**src/rtl/dbg_pkg.sv**
```systemverilog
package dbg_pkg;
  localparam int unsigned DLY_W = 10;

  typedef enum logic [1:0] {
    POL_HIGH     = 2'b00,
    POL_LOW_CMP  = 2'b01,
    POL_HIGH_CMP = 2'b10,
    POL_LOW      = 2'b11
  } pol_e;
endpackage

```
**src/rtl/dbg_run_counter.sv**
```systemverilog
// Counts consecutive clock edges on which src equals LEVEL; saturates at all-ones.
module dbg_run_counter #(
  parameter int unsigned W       = 10,
  parameter bit          LEVEL   = 1'b1,
  parameter bit          RST_MAX = 1'b0
) (
  input  logic         clk,
  input  logic         rst_n,
  input  logic         src,
  output logic [W-1:0] cnt
);
  localparam logic [W-1:0] SAT     = '1;
  localparam logic [W-1:0] RST_VAL = RST_MAX ? SAT : '0;

  always_ff @(posedge clk) begin
    if (!rst_n)              cnt <= RST_VAL;
    else if (src != LEVEL)   cnt <= '0;
    else if (cnt != SAT)     cnt <= cnt + 1'b1;
  end
endmodule

```
**src/rtl/dbg_edge_delay.sv**
```systemverilog
// One delay path: RISING=1 holds back rising edges, RISING=0 holds back falling edges.
module dbg_edge_delay #(
  parameter int unsigned W      = 10,
  parameter bit          RISING = 1'b1
) (
  input  logic         clk,
  input  logic         rst_n,
  input  logic         src,
  input  logic [W-1:0] thr,
  output logic         dly
);
  logic [W-1:0] run;

  dbg_run_counter #(
    .W       (W),
    .LEVEL   (RISING),
    .RST_MAX (!RISING)
  ) u_run (
    .clk   (clk),
    .rst_n (rst_n),
    .src   (src),
    .cnt   (run)
  );

  generate
    if (RISING) begin : g_rise
      assign dly = src && (run >= thr);
    end else begin : g_fall
      assign dly = src || (run < thr);
    end
  endgenerate
endmodule

```
**src/rtl/dbg_out_stage.sv**
```systemverilog
// Per-output source select and inversion.
module dbg_out_stage (
  input  logic       src,
  input  logic       rise_dly,
  input  logic       fall_dly,
  input  logic [1:0] dly_mode,
  input  logic [1:0] pol_sel,
  output logic       gate_a,
  output logic       gate_b
);
  logic sel_a, sel_b;

  always_comb begin
    sel_a  = dly_mode[0] ? rise_dly : src;
    sel_b  = dly_mode[1] ? fall_dly : src;
    gate_a = sel_a ^ pol_sel[0];
    gate_b = sel_b ^ pol_sel[1];
  end
endmodule

```
**src/rtl/dbg_deadband.sv**
```systemverilog
module dbg_deadband #(
  parameter int unsigned DLY_W = dbg_pkg::DLY_W
) (
  input  logic             clk,
  input  logic             rst_n,
  input  logic             src_a,
  input  logic [DLY_W-1:0] rise_dly_cnt,
  input  logic [DLY_W-1:0] fall_dly_cnt,
  input  logic [1:0]       dly_mode,
  input  logic [1:0]       pol_sel,
  output logic             gate_a,
  output logic             gate_b
);
  logic rise_dly, fall_dly;

  dbg_edge_delay #(.W(DLY_W), .RISING(1'b1)) u_rise (
    .clk   (clk),
    .rst_n (rst_n),
    .src   (src_a),
    .thr   (rise_dly_cnt),
    .dly   (rise_dly)
  );

  dbg_edge_delay #(.W(DLY_W), .RISING(1'b0)) u_fall (
    .clk   (clk),
    .rst_n (rst_n),
    .src   (src_a),
    .thr   (fall_dly_cnt),
    .dly   (fall_dly)
  );

  dbg_out_stage u_out (
    .src      (src_a),
    .rise_dly (rise_dly),
    .fall_dly (fall_dly),
    .dly_mode (dly_mode),
    .pol_sel  (pol_sel),
    .gate_a   (gate_a),
    .gate_b   (gate_b)
  );
endmodule

```
**config.mk**
```make
export PLATFORM = sky130hd
export DESIGN_NAME = dbg_deadband
export DESIGN_NICKNAME = d
export VERILOG_FILES = /design/src/rtl/dbg_pkg.sv /design/src/rtl/dbg_run_counter.sv /design/src/rtl/dbg_edge_delay.sv /design/src/rtl/dbg_out_stage.sv /design/src/rtl/dbg_deadband.sv
export SDC_FILE = /design/constraint.sdc
export NUM_CORES = 1
export LEC_CHECK = 0
export BUFFER_PORTS_ARGS = -buffer_cell sky130_fd_sc_hd__buf_2
export CAP_MARGIN = 10
export CORE_ASPECT_RATIO = 0.9
export CORE_UTILIZATION = 40
export DETAILED_ROUTE_END_ITERATION = 6
export GPL_ROUTABILITY_DRIVEN = 0
export PLACE_DENSITY = 0.63
export SYNTH_ARGS = -nofsm -noshare
export SYNTH_HDL_FRONTEND = slang
export SYNTH_SLANG_ARGS = --single-unit
```
**constraint.sdc**
```tcl
create_clock -name clk -period 1.8 [get_ports clk]
set_input_delay 0.27 -clock clk [delete_from_list [all_inputs] [get_ports clk]]
set_output_delay 0.27 -clock clk [all_outputs]
set_load 0.01 [all_outputs]
```
# == Word level (Yosys, flattened, before mapping) ==
# Index checks and enable logic that the tools add are counted.
# totals
word_cells,18
register_bits,20
# op_classes
n_bitwise,2
muxes,4
reduce_logical,4
eq_ne,2
n_addsub,2
magnitude_cmp,2
# ops
op,n
"10-bit by 1-bit adder with 10-bit output, second input constant",2
10-bit two-way mux,2
"10-bit inequality test, second input constant",2
10-bit greater-or-equal comparator,1
10-bit less-than comparator,1
1-bit two-way mux,2
2-bit AND reduction,1
2-bit nonzero test,1
1-bit XOR,2
1-bit logical AND,1
1-bit logical OR,1

# == Longest topological paths before layout ==
# Gate-level depths: netlist of the first run.
# logic_depth
depth_word,4
mapped_depth,7
mapped_depth_nobuf,7

# == Hierarchy ==
# From an unflattened synthesis of the first run, not the netlist that was laid out.
# unflattened
hier_cells,187
area_unflattened_um2,1571.5
# by_module_without_submodules
mod,instances,seq_area_each_um2,cells_per_inst,area_each_um2
dbg_run_counter at u_fall.u_run,1,200.2,59,534.3
dbg_run_counter at u_rise.u_run,1,200.2,59,505.5
dbg_edge_delay at u_rise,1,0.0,33,251.5
dbg_edge_delay at u_fall,1,0.0,32,242.7
dbg_out_stage,1,0.0,4,37.5

# == Worst setup path after synthesis of the first run ==
# No wires, ideal clock.
# synth_path
kind,register to output
from,reg u_fall.u_run.cnt[7]
to,out gate_b
n_path_buf,0
stages_incl_launch_ff,6
required_time_ps,1530
path_slack_ps,-24
arrival_ps,1554
cell_sequence,dfxtp_1 -> ha_1 -> nand4_1 -> or4_1 -> a31oi_1 -> xnor2_1
# synth_via
elab_chain_cells,4
# synth_rtl
item,line_no,text
from (decl),dbg_run_counter.sv:10,output logic [W-1:0] cnt
from (signal assigned),dbg_run_counter.sv:18,else if (cnt != SAT) cnt <= cnt + 1'b1;
10-bit less-than comparator,dbg_edge_delay.sv:29,assign dly = src || (run < thr);
1-bit logical OR,dbg_edge_delay.sv:29,
1-bit two-way mux,dbg_out_stage.sv:15,sel_b = dly_mode[1] ? fall_dly : src;
1-bit XOR,dbg_out_stage.sv:17,gate_b = sel_b ^ pol_sel[1];
to (decl),dbg_deadband.sv:12,output logic gate_b
# Every way passes these cells.

# == Worst setup path after layout of the first run ==
# layout_path
from,reg u_fall.u_run.cnt[9]
to,out gate_b
# The elaborated chain is that of the path after synthesis.

==> summary.txt, run 1 <==
Critical path
  – WS Path Type: flip-flop to primary output
  – Startpoint Class: flip-flop
  – Setup crit end kind: primary output
  – Worst Path Arrival: 1920 ps
  – Crit-path cells: ha_4 > nand4_1 > or4_1 > a31oi_1 > xnor2_1 > buf_2
  – FF-to-FF End: u_rise.u_run.cnt[1]$_SDFFE_PN0P_
  – Worst EP required: 1530 ps
  – R2R cell count: 8
  – Critical Path Source: u_fall.u_run.cnt[9]$_SDFFE_PN1P_
  – Crit Path Max Fanout: 2
  – Slowest stage cell, crit path: or4_1
  – Worst flop-to-flop path startpoint: u_rise.u_run.cnt[0]$_SDFFE_PN0P_
  – Reg2reg setup slack: 50 ps
  – Worst path max stage delay: 490 ps
  – Crit path buf inv count: 1
  – CP delay by family, top: simple AND/OR/NAND/NOR gates

Routing
  – Routed via count: 1400
  – First DRT Iteration DRCs: 28
  – Pre-Repair DR Iteration Count: 4
  – Drt via density: 5.07
  – Post-route DRC violation count: 0
  – Routed len/inst: 11.8 um
  – Routed Antenna Nets: 0
  – Routed WL: 3250 um

Floorplanning
  – Core area: 3400 um^2
  – Die ar.: 3810 um^2
  – Row count: 20
  – Io pins: 29
  – Die Y-Extent: 58.7 um
  – Width of the die: 65.0 um
  – Starting density of the core: 41.9%

Pwr
  – Pwr Total: 0.00107 W
  – Comb power frac: 26.7%
  – PD cells: 532 nW/um^2
  – Leakage: 0.933 nW
  – Clock power frac: 28.1%
  – Sequential group share of total power: 45.1%
  – Switch share: 28.2%
  – Sw Pwr: 0.000302 W
  – Int Power: 0.000770 W
  – VDD IR max: 279 uV

Placement
  – Port Buffers: 28
  – Post-Place Setup Slack: -218 ps
  – Dpl cell area: 1840 um^2
  – HPWL after DPL: 2650 um

Layout
  – Most frequent cells in the layout: buf_2, buf_4, inv_1, nor2_1, o21ai_0
  – Synthesis-to-finish area growth: 41.3%
  – Area of the multi-input gates: 1080 um^2
  – Commonest non-fill, non-tap cell in the layout: buf_2
  – Layout cells sized above 1: 37.9%
  – Antenna diode count: 0
  – Design Area, Final: 2020 um^2
  – Filler Cells Inserted: 313
  – Register area: 415 um^2
  – Final nets: 281

Synth
  – Avg Inst Size Synth: 8.07 um^2
  – Yosys warns: 0
  – Syn nets: 225
  – Synthesized netlist cell count: 177
  – Count of cell types in the netlist: 30
  – Seq cells post-synth: 20
  – Sequential area share after synthesis: 28.0%
  – Cell Area, Synth: 1430 um^2

Outcome
  – Status: finished with violations
  – Failing checks: setup timing

Timing
  – Final setup vio count: 2
  – Fin. Hold Viols: 0
  – Setup TNS: -579 ps
  – RSZ-0062 raised after global routing: true
  – Worst Clk Skew: 4.66 ps
  – Fmax: 457 MHz
  – Worst-Margin Slew: 366 ps
  – Period minus WS final: 2190 ps
  – Setup WS post-layout: -390 ps
  – Slew Limit Fails: 0
  – Fin crit share: 122%
  – Slew HR: 75.5%

Worst hold path
  – Worst hold-check path type: primary input to flip-flop
  – WHS Endpoint: u_fall.u_run.cnt[9]$_SDFFE_PN1P_
  – WHS Path Cells: 2
  – Hold_sp: rst_n

Clocking
  – Clk pin slew, worst setup/hold paths: 70 ps
  – Clock buffer depth: 2
  – CTS tree: built
  – CTS Root Cell: clkbuf_8
  – Inserted Clock Buffers: 3
  – Num Clock Sinks: 20
  – H-tree depth: 1
  – Hold-fix buffers, CTS: 0
  – Clk_lat worst skew: 260 ps

Global routing
  – Initial antenna violation count: 0
  – Largest net degree at the start of global routing: 14
  – Gr ovfl total: 0
  – First-pass GRT wire length: 5600 um
  – GR Util All Layers: 19.1%
  – Vias in the first global route: 1374

Flow run
  – Maxcap violations: 0
cells in the mapped netlist:
cell	number	area share, %
inv_1	22	5.8
ha_1	21	18
dfxtp_1	20	28
nor2_1	16	4.2
o21ai_0	13	4.6
nand2_1	11	2.9
a21oi_1	9	3.2
nand3_1	9	3.2
nand4_1	7	3.1
mux2i_1	6	4.2
xnor2_1	5	3.1
nand2b_1	4	1.8
nor3_1	4	1.4
o31ai_1	4	2.1
xor2_1	4	2.5
a31oi_1	3	1.3
a211oi_1	2	1.1
and3_1	2	0.88
clkbuf_1	2	0.53
nor3_2	2	1.4
nor3b_1	2	1.1
a21o_1	1	0.53
and2b_1	1	0.53
and4b_1	1	0.70
buf_6	1	0.79
nand4_2	1	0.88
o21a_1	1	0.53
o311ai_0	1	0.61
or3_1	1	0.44
or4_1	1	0.53
flip-flops by register name, indices dropped and copies added, names as in the netlist:
name              cells
u_rise.u_run.cnt     10
u_fall.u_run.cnt     10
layout make-up:
class                      instances  area share [%]
sequential                        20            20.6
multi-input combinational        132            53.7
tap                               44            2.73
timing repair buffer              54            16.6
inverter                          22            4.09
clock buffer                       4            2.23
worst reg2reg max path, stage by stage (launching register included):
cell and delay [ps]:
dfxtp_2 330, buf_4 100, buf_4 110, ha_2 200, nand4_2 120, or3_4 410
buf_4 160, mux2i_1 140, nor2_1 60
worst max path at each step:
stage,cells past startpoint,slack [ps],end
5_1_grt,6,-490,gate_b
6_report,6,-390,gate_b
3_3_place_gp,8,-160,gate_b
4_1_cts,6,-400,gate_b
2_1_floorplan,5,2,gate_b
3_5_place_dp,8,-220,gate_b
per-stage QoR:
step | hold WS (ps) | util [%] | instances
finish | 284 | 59.3 | 276
global route | 293 | 59.3 | 276
CTS | 284 | 57.9 | 274
detailed placement | 553 | 54.2 | 270
global placement | 548 | 54.2 | 270
floorplan | 462 | - | 177
what timing repair did:
item | 4_1_cts | 5_1_grt
pin swaps | 7 | 11
resized for setup | 13 | 8
buffers inserted | 0 | 2
setup endpoints to repair | 2 | 5
routing by layer:
metal	track usage, %	vias to the layer above	wire length [um]
met1	22.8	626	1520
li1	-	731	-
met5	0	-	0
met4	8.57	0	53
met2	34.7	38	1540
met3	1.74	5	137
cells by family after synthesis:
kind of cell / share of synthesized area [%]
AO/OA/AOI/OAI: 13.8
XOR/XNOR: 5.52
adder cells (fa/ha/maj): 18.4
buffers and inverters: 7.10
flip-flops: 28.0
multiplexers: 4.21
AND/OR/NAND/NOR: 22.9
power groups by stage:
| stage | Combinational, W | Clock [W] | Sequential, W |
|---|---|---|---|
| finish | 0.000286 | 0.000302 | 0.000484 |
| global route | 0.000328 | 0.000326 | 0.000487 |
| CTS | 0.000279 | 0.000304 | 0.000485 |
| detailed placement | 0.000264 | 0 | 0.000495 |
| global placement | 0.000249 | 0 | 0.000494 |
| floorplan | 0.000144 | 0 | 0.000505 |
No activity file was read; power rests on OpenSTA's default activity.
==> run 2, diff against run 1 <==
--- a/config.mk
+++ b/config.mk
@@ -8,7 +8,9 @@
 export BUFFER_PORTS_ARGS = -buffer_cell sky130_fd_sc_hd__buf_2
 export CAP_MARGIN = 10
 export CORE_ASPECT_RATIO = 0.9
+export CORE_MARGIN = 2
 export CORE_UTILIZATION = 40
+export CTS_BUF_LIST = sky130_fd_sc_hd__clkbuf_8
 export DETAILED_ROUTE_END_ITERATION = 6
 export GPL_ROUTABILITY_DRIVEN = 0
 export PLACE_DENSITY = 0.63
==> run 2 against run 1 <==
Against the previous run:
- the run still ends with setup timing left
- cell count is 0.72% lower
- sequential power hardly changed
- worst setup slack better by 10 ps
==> summary.txt, run 2 (synthesized netlist as in run 1, its figures left out) <==
Layout
  – Synthesis-to-finish area growth: 42.1% (was 41.3%)
  – Layout cells sized above 1: 37.4% (was 37.9%)
  – Most frequent cells in the layout: buf_2, buf_4, inv_1, nor2_1, o21ai_0 (unchanged)
  – Final nets: 279 (was 281)
  – Finished Layout Cells: 274 (was 276)
  – Commonest non-fill, non-tap cell in the layout: buf_2 (unchanged)
  – Antenna diode count: 0 (unchanged)
  – Design Area, Final: 2030 um^2 (was 2020 um^2)
  – Largest regs: u_fall.u_run.cnt (10), u_rise.u_run.cnt (10) (unchanged)

Pwr
  – Comb power frac: 23.3% (was 26.7%)
  – Switch share: 26.2% (was 28.2%)
  – Int Power: 0.000908 W (was 0.000770 W)
  – Sw Pwr: 0.000322 W (was 0.000302 W)
  – Sequential group share of total power: 39.4% (was 45.1%)
  – PD cells: 606 nW/um^2 (was 532 nW/um^2)
  – VDD IR max: 396 uV (was 279 uV)
  – Clock power frac: 37.3% (was 28.1%)
  – Leakage: 0.941 nW (was 0.933 nW)

Critical path
  – WS Path Type: flip-flop to primary output (unchanged)
  – Worst EP required: 1530 ps (about the same)
  – Reg2reg setup slack: 50 ps (about the same)
  – FF-to-FF End: u_rise.u_run.cnt[0]$_SDFFE_PN0P_ (was u_rise.u_run.cnt[1]$_SDFFE_PN0P_)
  – Crit Path Max Fanout: 2 (unchanged)
  – Setup crit end kind: primary output (unchanged)
  – Startpoint Class: flip-flop (unchanged)
  – CP delay by family, top: simple AND/OR/NAND/NOR gates (unchanged)
  – R2R cell count: 7 (was 8)
  – Worst flop-to-flop path startpoint: u_rise.u_run.cnt[0]$_SDFFE_PN0P_ (unchanged)
  – Crit path buf inv count: 1 (unchanged)
  – Crit-path cells: ha_4 > nand4_1 > or4_4 > a31oi_2 > xnor2_1 > buf_2 (was ha_4 > nand4_1 > or4_1 > a31oi_1 > xnor2_1 > buf_2)
  – Slowest stage cell, crit path: or4_4 (was or4_1)
  – Worst Path Arrival: 1910 ps (was 1920 ps)
  – Worst path max stage delay: 490 ps (about the same)

Clocking
  – CTS tree: built (unchanged)
  – Inserted Clock Buffers: 3 (unchanged)
  – Clock buffer depth: 2 (unchanged)
  – H-tree depth: 1 (unchanged)
  – Num Clock Sinks: 20 (unchanged)
  – CTS Root Cell: clkbuf_8 (unchanged)
  – Hold-fix buffers, CTS: 0 (unchanged)
  – Clk_lat worst skew: 260 ps (about the same)
  – Clk pin slew, worst setup/hold paths: 80 ps (was 70 ps)

Timing
  – RSZ-0062 raised after global routing: true (unchanged)
  – Slew HR: 75.5% (about the same)
  – Worst-Margin Slew: 367 ps (was 366 ps)
  – Setup TNS: -678 ps (was -579 ps)
  – Setup WS post-layout: -379 ps (was -390 ps)
  – Fmax: 459 MHz (was 457 MHz)
  – Fin crit share: 121% (was 122%)
  – Period minus WS final: 2180 ps (was 2190 ps)
  – Final setup vio count: 2 (unchanged)
  – Fin. Hold Viols: 0 (unchanged)
  – Slew Limit Fails: 0 (unchanged)
  – Worst Clk Skew: 7.35 ps (was 4.66 ps)

Floorplanning
  – Die Y-Extent: 60.7 um (was 58.7 um)
  – Die ar.: 4060 um^2 (was 3810 um^2)
  – Core area: 3400 um^2 (unchanged)
  – Width of the die: 67.0 um (was 65.0 um)
  – Starting density of the core: 41.9% (unchanged)
  – Row count: 20 (unchanged)
  – Io pins: 29 (unchanged)

Routing
  – First DRT Iteration DRCs: 43 (was 28)
  – Routed Antenna Nets: 0 (unchanged)
  – Drt via density: 5.21 (was 5.07)
  – Post-route DRC violation count: 0 (unchanged)
  – Routed len/inst: 12.4 um (was 11.8 um)
  – Routed via count: 1427 (was 1400)
  – Routed WL: 3390 um (was 3250 um)
  – Pre-Repair DR Iteration Count: 4 (unchanged)

Worst hold path
  – Hold_sp: rst_n (unchanged)
  – WHS Path Cells: 2 (unchanged)
  – WHS Endpoint: u_fall.u_run.cnt[0]$_SDFFE_PN1P_ (was u_fall.u_run.cnt[9]$_SDFFE_PN1P_)
  – Worst hold-check path type: primary input to flip-flop (unchanged)

Global routing
  – First-pass GRT wire length: 5590 um (was 5600 um)
  – Vias in the first global route: 1374 (unchanged)
  – Gr ovfl total: 0 (unchanged)
  – Largest net degree at the start of global routing: 14 (unchanged)
  – GR Util All Layers: 18.5% (was 19.1%)
  – Initial antenna violation count: 0 (unchanged)

Placement
  – Cells after DPL: 269 (was 270)
  – HPWL after DPL: 2650 um (about the same)
  – Port Buffers: 28 (unchanged)
  – Dpl cell area: 1840 um^2 (about the same)

Outcome
  – Status: finished with violations (unchanged)
  – Failing checks: setup timing (unchanged)

Flow run
  – Maxcap violations: 0 (unchanged)
run 2: power by group through the flow:
stage	Combinational (W)	Sequential, W	Clock, W
6_report	0.000287	0.000484	0.000459
5_1_grt	0.000327	0.000488	0.000486
4_1_cts	0.000265	0.000484	0.000460
3_5_place_dp	0.000263	0.000495	0
3_3_place_gp	0.000249	0.000494	0
2_1_floorplan	0.000144	0.000505	0
run 2: area by class of cell:
class                           count  area, um^2
Clock buffer                        3        41.3
Clock inverter                      1        30.0
Fill cell                         309        1380
Inverter                           22        82.6
Multi-Input combinational cell    132        1080
Sequential cell                    20         415
Tap cell                           44        55.1
Timing Repair Buffer               52         320
run 2: worst reg2reg max path, cell delays in order (launching register included):
cell and delay, ps:
dfxtp_2 340, buf_4 130, ha_1 200, nand4_2 130, or3_4 410, buf_4 160
xnor2_1 180, nor2_1 70
run 2: routing by layer:
metal / GRT usage, % / routed length [um] / vias to the layer above
met2: 33.6 / 1660 / 43
met4: 7.58 / 42 / 0
met1: 21.9 / 1500 / 647
met5: 0 / 0 / -
met3: 2.97 / 185 / 6
li1: - / - / 731
run 2: worst max path at each step:
stage / startpoint / endpoint / slack [ps] / depth (start not counted)
after detailed placement: rise_dly_cnt[5] / gate_a / -220 / 8
after floorplan: u_fall.u_run.cnt[2]$_SDFFE_PN1P_ / gate_b / 2 / 5
after global placement: fall_dly_cnt[9] / gate_b / -150 / 8
after CTS: u_fall.u_run.cnt[7]$_SDFFE_PN1P_ / gate_b / -370 / 6
after global routing: u_fall.u_run.cnt[5]$_SDFFE_PN1P_ / gate_b / -470 / 6
final: u_fall.u_run.cnt[7]$_SDFFE_PN1P_ / gate_b / -380 / 6
run 2: timing repair:
| item | 4_1_cts | 5_1_grt |
|---|---|---|
| endpoints found under the hold margin | 0 | 0 |
| resized for setup | 2 | 17 |
| pin swaps | 4 | 10 |
| setup endpoints to repair | 2 | 5 |
| cloned | 0 | 0 |
| setup buffers | 0 | 1 |
run 2: stage by stage:
stage	power [W]	util (%)	hold slack, ps	setup WS (ps)
finish	0.00123	59.6	280	-379
global placement	0.000744	54.0	553	-148
CTS	0.00121	56.1	284	-372
detailed placement	0.000758	54.0	559	-220
floorplan	0.000649	-	462	2.25
global route	0.00130	59.6	295	-469
==> run 3, diff against run 2 <==
--- a/config.mk
+++ b/config.mk
@@ -5,15 +5,16 @@
 export SDC_FILE = /design/constraint.sdc
 export NUM_CORES = 1
 export LEC_CHECK = 0
+export ABC_AREA = 1
 export BUFFER_PORTS_ARGS = -buffer_cell sky130_fd_sc_hd__buf_2
 export CAP_MARGIN = 10
 export CORE_ASPECT_RATIO = 0.9
 export CORE_MARGIN = 2
-export CORE_UTILIZATION = 40
+export CORE_UTILIZATION = 52
 export CTS_BUF_LIST = sky130_fd_sc_hd__clkbuf_8
 export DETAILED_ROUTE_END_ITERATION = 6
 export GPL_ROUTABILITY_DRIVEN = 0
-export PLACE_DENSITY = 0.63
+export PLACE_DENSITY = 0.77
 export SYNTH_ARGS = -nofsm -noshare
 export SYNTH_HDL_FRONTEND = slang
 export SYNTH_SLANG_ARGS = --single-unit
==> run 3 against run 2 <==
Against the previous run:
- the flow now finishes without violations
- utilization rose by 14 points
- wire length grew 17%
- clock skew decreased by 4.4 ps
- first-iteration DRC count rose by 110%
- non-clock buffer count shrank 9
- area after synthesis rose by 15%
- fmax is 21% higher
- global-route usage increased by 2.5 points
- via count grew 19%
- largest cell class unchanged
- highest routed layer unchanged
==> summary.txt, run 3 <==
Synth
  – Yosys top cell by area: dfxtp_1 (unchanged)
  – Ys flop type: dfxtp_1 (unchanged)
  – Synthesized netlist cell count: 250 (was 177)
  – Avg Inst Size Synth: 6.57 um^2 (was 8.07 um^2)
  – Yosys warns: 0 (unchanged)
  – Ys async rst share: 0% (unchanged)
  – Area contributors post-synth: dfxtp_1, ha_1, nand2_1 (was dfxtp_1, ha_1, inv_1)
  – Syn nets: 298 (was 225)
  – Seq cells post-synth: 20 (unchanged)
  – Count of cell types in the netlist: 29 (was 30)
  – Post-synth top area share: 24.4% (was 28.0%)
  – Cell Area, Synth: 1640 um^2 (was 1430 um^2)
  – Sequential area share after synthesis: 24.4% (was 28.0%)
  – Top post-synthesis cells by count: nand2_1, inv_1, nand3_1 (was inv_1, ha_1, dfxtp_1)
  – Cell with the most instances after synthesis: nand2_1 (was inv_1)
  – Post-synth EDFFs: 0 (unchanged)

Critical path
  – Cell mode on critical path: nand2_1
  – Slowest stage cell, crit path: dfxtp_2 (was or4_4)
  – WS Path Type: flip-flop to primary output (unchanged)
  – Startpoint Class: flip-flop (unchanged)
  – Worst EP required: 1530 ps (about the same)
  – Worst path max stage delay: 350 ps (was 490 ps)
  – Worst Path Arrival: 1530 ps (was 1910 ps)
  – Crit-path cells: ha_1 > nand2_1 > nor2_4 > nand3_2 > nand3_2 > nand2_1 > nand2_1 > nand2_1 > buf_2 (was ha_4 > nand4_1 > or4_4 > a31oi_2 > xnor2_1 > buf_2)
  – Setup crit end kind: primary output (unchanged)
  – Crit Path Max Fanout: 5 (was 2)

Clocking
  – Hold-fix buffers, CTS: 0 (unchanged)
  – CTS Root Cell: clkbuf_8 (unchanged)
  – CTS tree: built (unchanged)
  – Clock buffer depth: 2 (unchanged)
  – Clk_lat worst skew: 250 ps (was 260 ps)
  – H-tree depth: 1 (unchanged)
  – Inserted Clock Buffers: 3 (unchanged)
  – Num Clock Sinks: 20 (unchanged)
  – Clk pin slew, worst setup/hold paths: 70 ps (was 80 ps)

Floorplanning
  – Starting density of the core: 54.0% (was 41.9%)
  – Core area: 3040 um^2 (was 3400 um^2)
  – Die Y-Extent: 57.3 um (was 60.7 um)
  – Row count: 19 (was 20)
  – Width of the die: 63.2 um (was 67.0 um)
  – Io pins: 29 (unchanged)
  – Die ar.: 3630 um^2 (was 4060 um^2)

Layout
  – Design Area, Final: 2250 um^2 (was 2030 um^2)
  – Most frequent cells in the layout: nand2_1, inv_1, buf_2, nand3_1, buf_4 (was buf_2, buf_4, inv_1, nor2_1, o21ai_0)
  – Final nets: 343 (was 279)
  – Antenna diode count: 0 (unchanged)
  – Synthesis-to-finish area growth: 37.2% (was 42.1%)
  – Layout cells sized above 1: 42.0% (was 37.4%)
  – Final Core Density: 74.1% (was 59.6%)
  – Finished Layout Cells: 335 (was 274)
  – Filler Cells Inserted: 244 (was 309)
  – Commonest non-fill, non-tap cell in the layout: nand2_1 (was buf_2)
  – Largest regs: u_fall.u_run.cnt (10), u_rise.u_run.cnt (10) (unchanged)

Worst hold path
  – Worst hold-check path type: primary input to flip-flop (unchanged)

Timing
  – Fin. Hold Viols: 0 (unchanged)
  – Fin crit share: 99.9% (was 121%)
  – Slew Limit Fails: 0 (unchanged)
  – Period minus WS final: 1800 ps (was 2180 ps)
  – Fmax: 556 MHz (was 459 MHz)
  – Final setup vio count: 0 (was 2)
  – Worst Clk Skew: 2.97 ps (was 7.35 ps)
  – Slew HR: 71.4% (was 75.5%)
  – Worst-Margin Slew: 428 ps (was 367 ps)
  – RSZ-0062 raised after global routing: true (unchanged)
  – Setup WS post-layout: 1.36 ps (was -379 ps)

Global routing
  – First-pass GRT wire length: 6110 um (was 5590 um)
  – Gr ovfl total: 0 (unchanged)
  – Initial antenna violation count: 0 (unchanged)
  – Largest net degree at the start of global routing: 13 (was 14)
  – Vias in the first global route: 1469 (was 1374)
  – GR Util All Layers: 21.0% (was 18.5%)

Routing
  – Drt via density: 5.08 (was 5.21)
  – Routed via count: 1701 (was 1427)
  – Routed Antenna Nets: 0 (unchanged)
  – Post-route DRC violation count: 0 (unchanged)
  – First DRT Iteration DRCs: 92 (was 43)
  – Routed WL: 3970 um (was 3390 um)
  – Pre-Repair DR Iteration Count: 4 (unchanged)
  – Routed len/inst: 11.8 um (was 12.4 um)

Placement
  – Cells after DPL: 321 (was 269)
  – HPWL after DPL: 2600 um (was 2650 um)
  – Dpl cell area: 1850 um^2 (was 1840 um^2)
  – Post-Place Setup Slack: 107 ps (was -220 ps)
  – Port Buffers: 28 (unchanged)

Flow run
  – Maxcap violations: 0 (unchanged)

Pwr
  – Leakage: 1.14 nW (was 0.941 nW)
  – PD cells: 495 nW/um^2 (was 606 nW/um^2)
  – VDD IR max: 579 uV (was 396 uV)

Outcome
  – Status: complete, no violations (was finished with violations)
[run 3: cell count changes after synthesis, moves of 5 or more]
cell,delta
inv_1,+25
mux2i_1,-6
nand2_1,+52
nand3_1,+21
nor2_2,+5
o21ai_0,-9
[run 3: metal layers]
metal / share of wire [%] / vias to the layer above / track usage [%]
met1: 45 / 774 / 27.4
met5: 0 / - / 0
met3: 3.3 / 12 / 3.94
met4: 2.9 / 0 / 5.90
met2: 49 / 36 / 35.7
li1: - / 879 / -
[run 3: timing repair]
action | in CTS | in global routing
buffers inserted | 4 | 7
pin swaps | 6 | 18
gates resized for setup | 24 | 43
setup endpoints to repair | 2 | 2
[run 3: area by class of cell]
class / count / area, um^2 / share of cell area (%)
multi-input combinational: 176 / 1270 / 56.4
inverter: 51 / 191 / 8.49
sequential: 20 / 444 / 19.7
timing repair buffer: 43 / 253 / 11.2
tap: 42 / 52.6 / 2.33
clock buffer: 3 / 41.3 / 1.83
[run 3: worst max-delay path, delay by kind of cell, from the launching register on]
kind | cells | cell delay [ps]
buffers and inverters | 1 | 130
adders and majority gates | 1 | 290
and+or+nand+nor | 7 | 520
DFF | 1 | 350
[run 3: cells by family after synthesis]
logic type	Yosys count	synth area share [%]
adders and majority gates	21	16.0
AOI/OAI and AO/OA	13	4.11
xor gates and xnor gates	2	1.07
buffers and inverters	54	12.6
and+or+nand+nor	140	41.8
DFF	20	24.4
[run 3: metrics by stage]
step	power, W	setup TNS [ps]	hold slack, ps
floorplan	0.000664	0	441
global placement	0.000727	0	476
detailed placement	0.000737	0	509
CTS	0.00105	-0.745	308
global route	0.00119	-182	331
finish	0.00112	0	323
[run 3: where the power goes]
group	total [W]	leakage (nW)	switching, W	internal [W]
Clock	0.000280	0.0216	0.000132	0.000149
Sequential	0.000487	0.170	0.0000251	0.000462
Combinational	0.000350	0.945	0.000189	0.000160
Total	0.00112	1.14	0.000346	0.000771
[run 3: path summary, 6_finish.rpt]
check / end / cells after the start / slack (ps) / startpoint
setup / recovery: gate_a / 9 / 1 / u_rise.u_run.cnt[7]$_SDFFE_PN0P_
hold / removal: u_fall.u_run.cnt[5]$_SDFFE_PN1P_ / 2 / 320 / rst_n
setup reg to reg: u_fall.u_run.cnt[0]$_SDFFE_PN1P_ / 7 / 380 / u_fall.u_run.cnt[0]$_SDFFE_PN1P_
hold reg to reg: u_fall.u_run.cnt[1]$_SDFFE_PN1P_ / 2 / 510 / u_fall.u_run.cnt[1]$_SDFFE_PN1P_
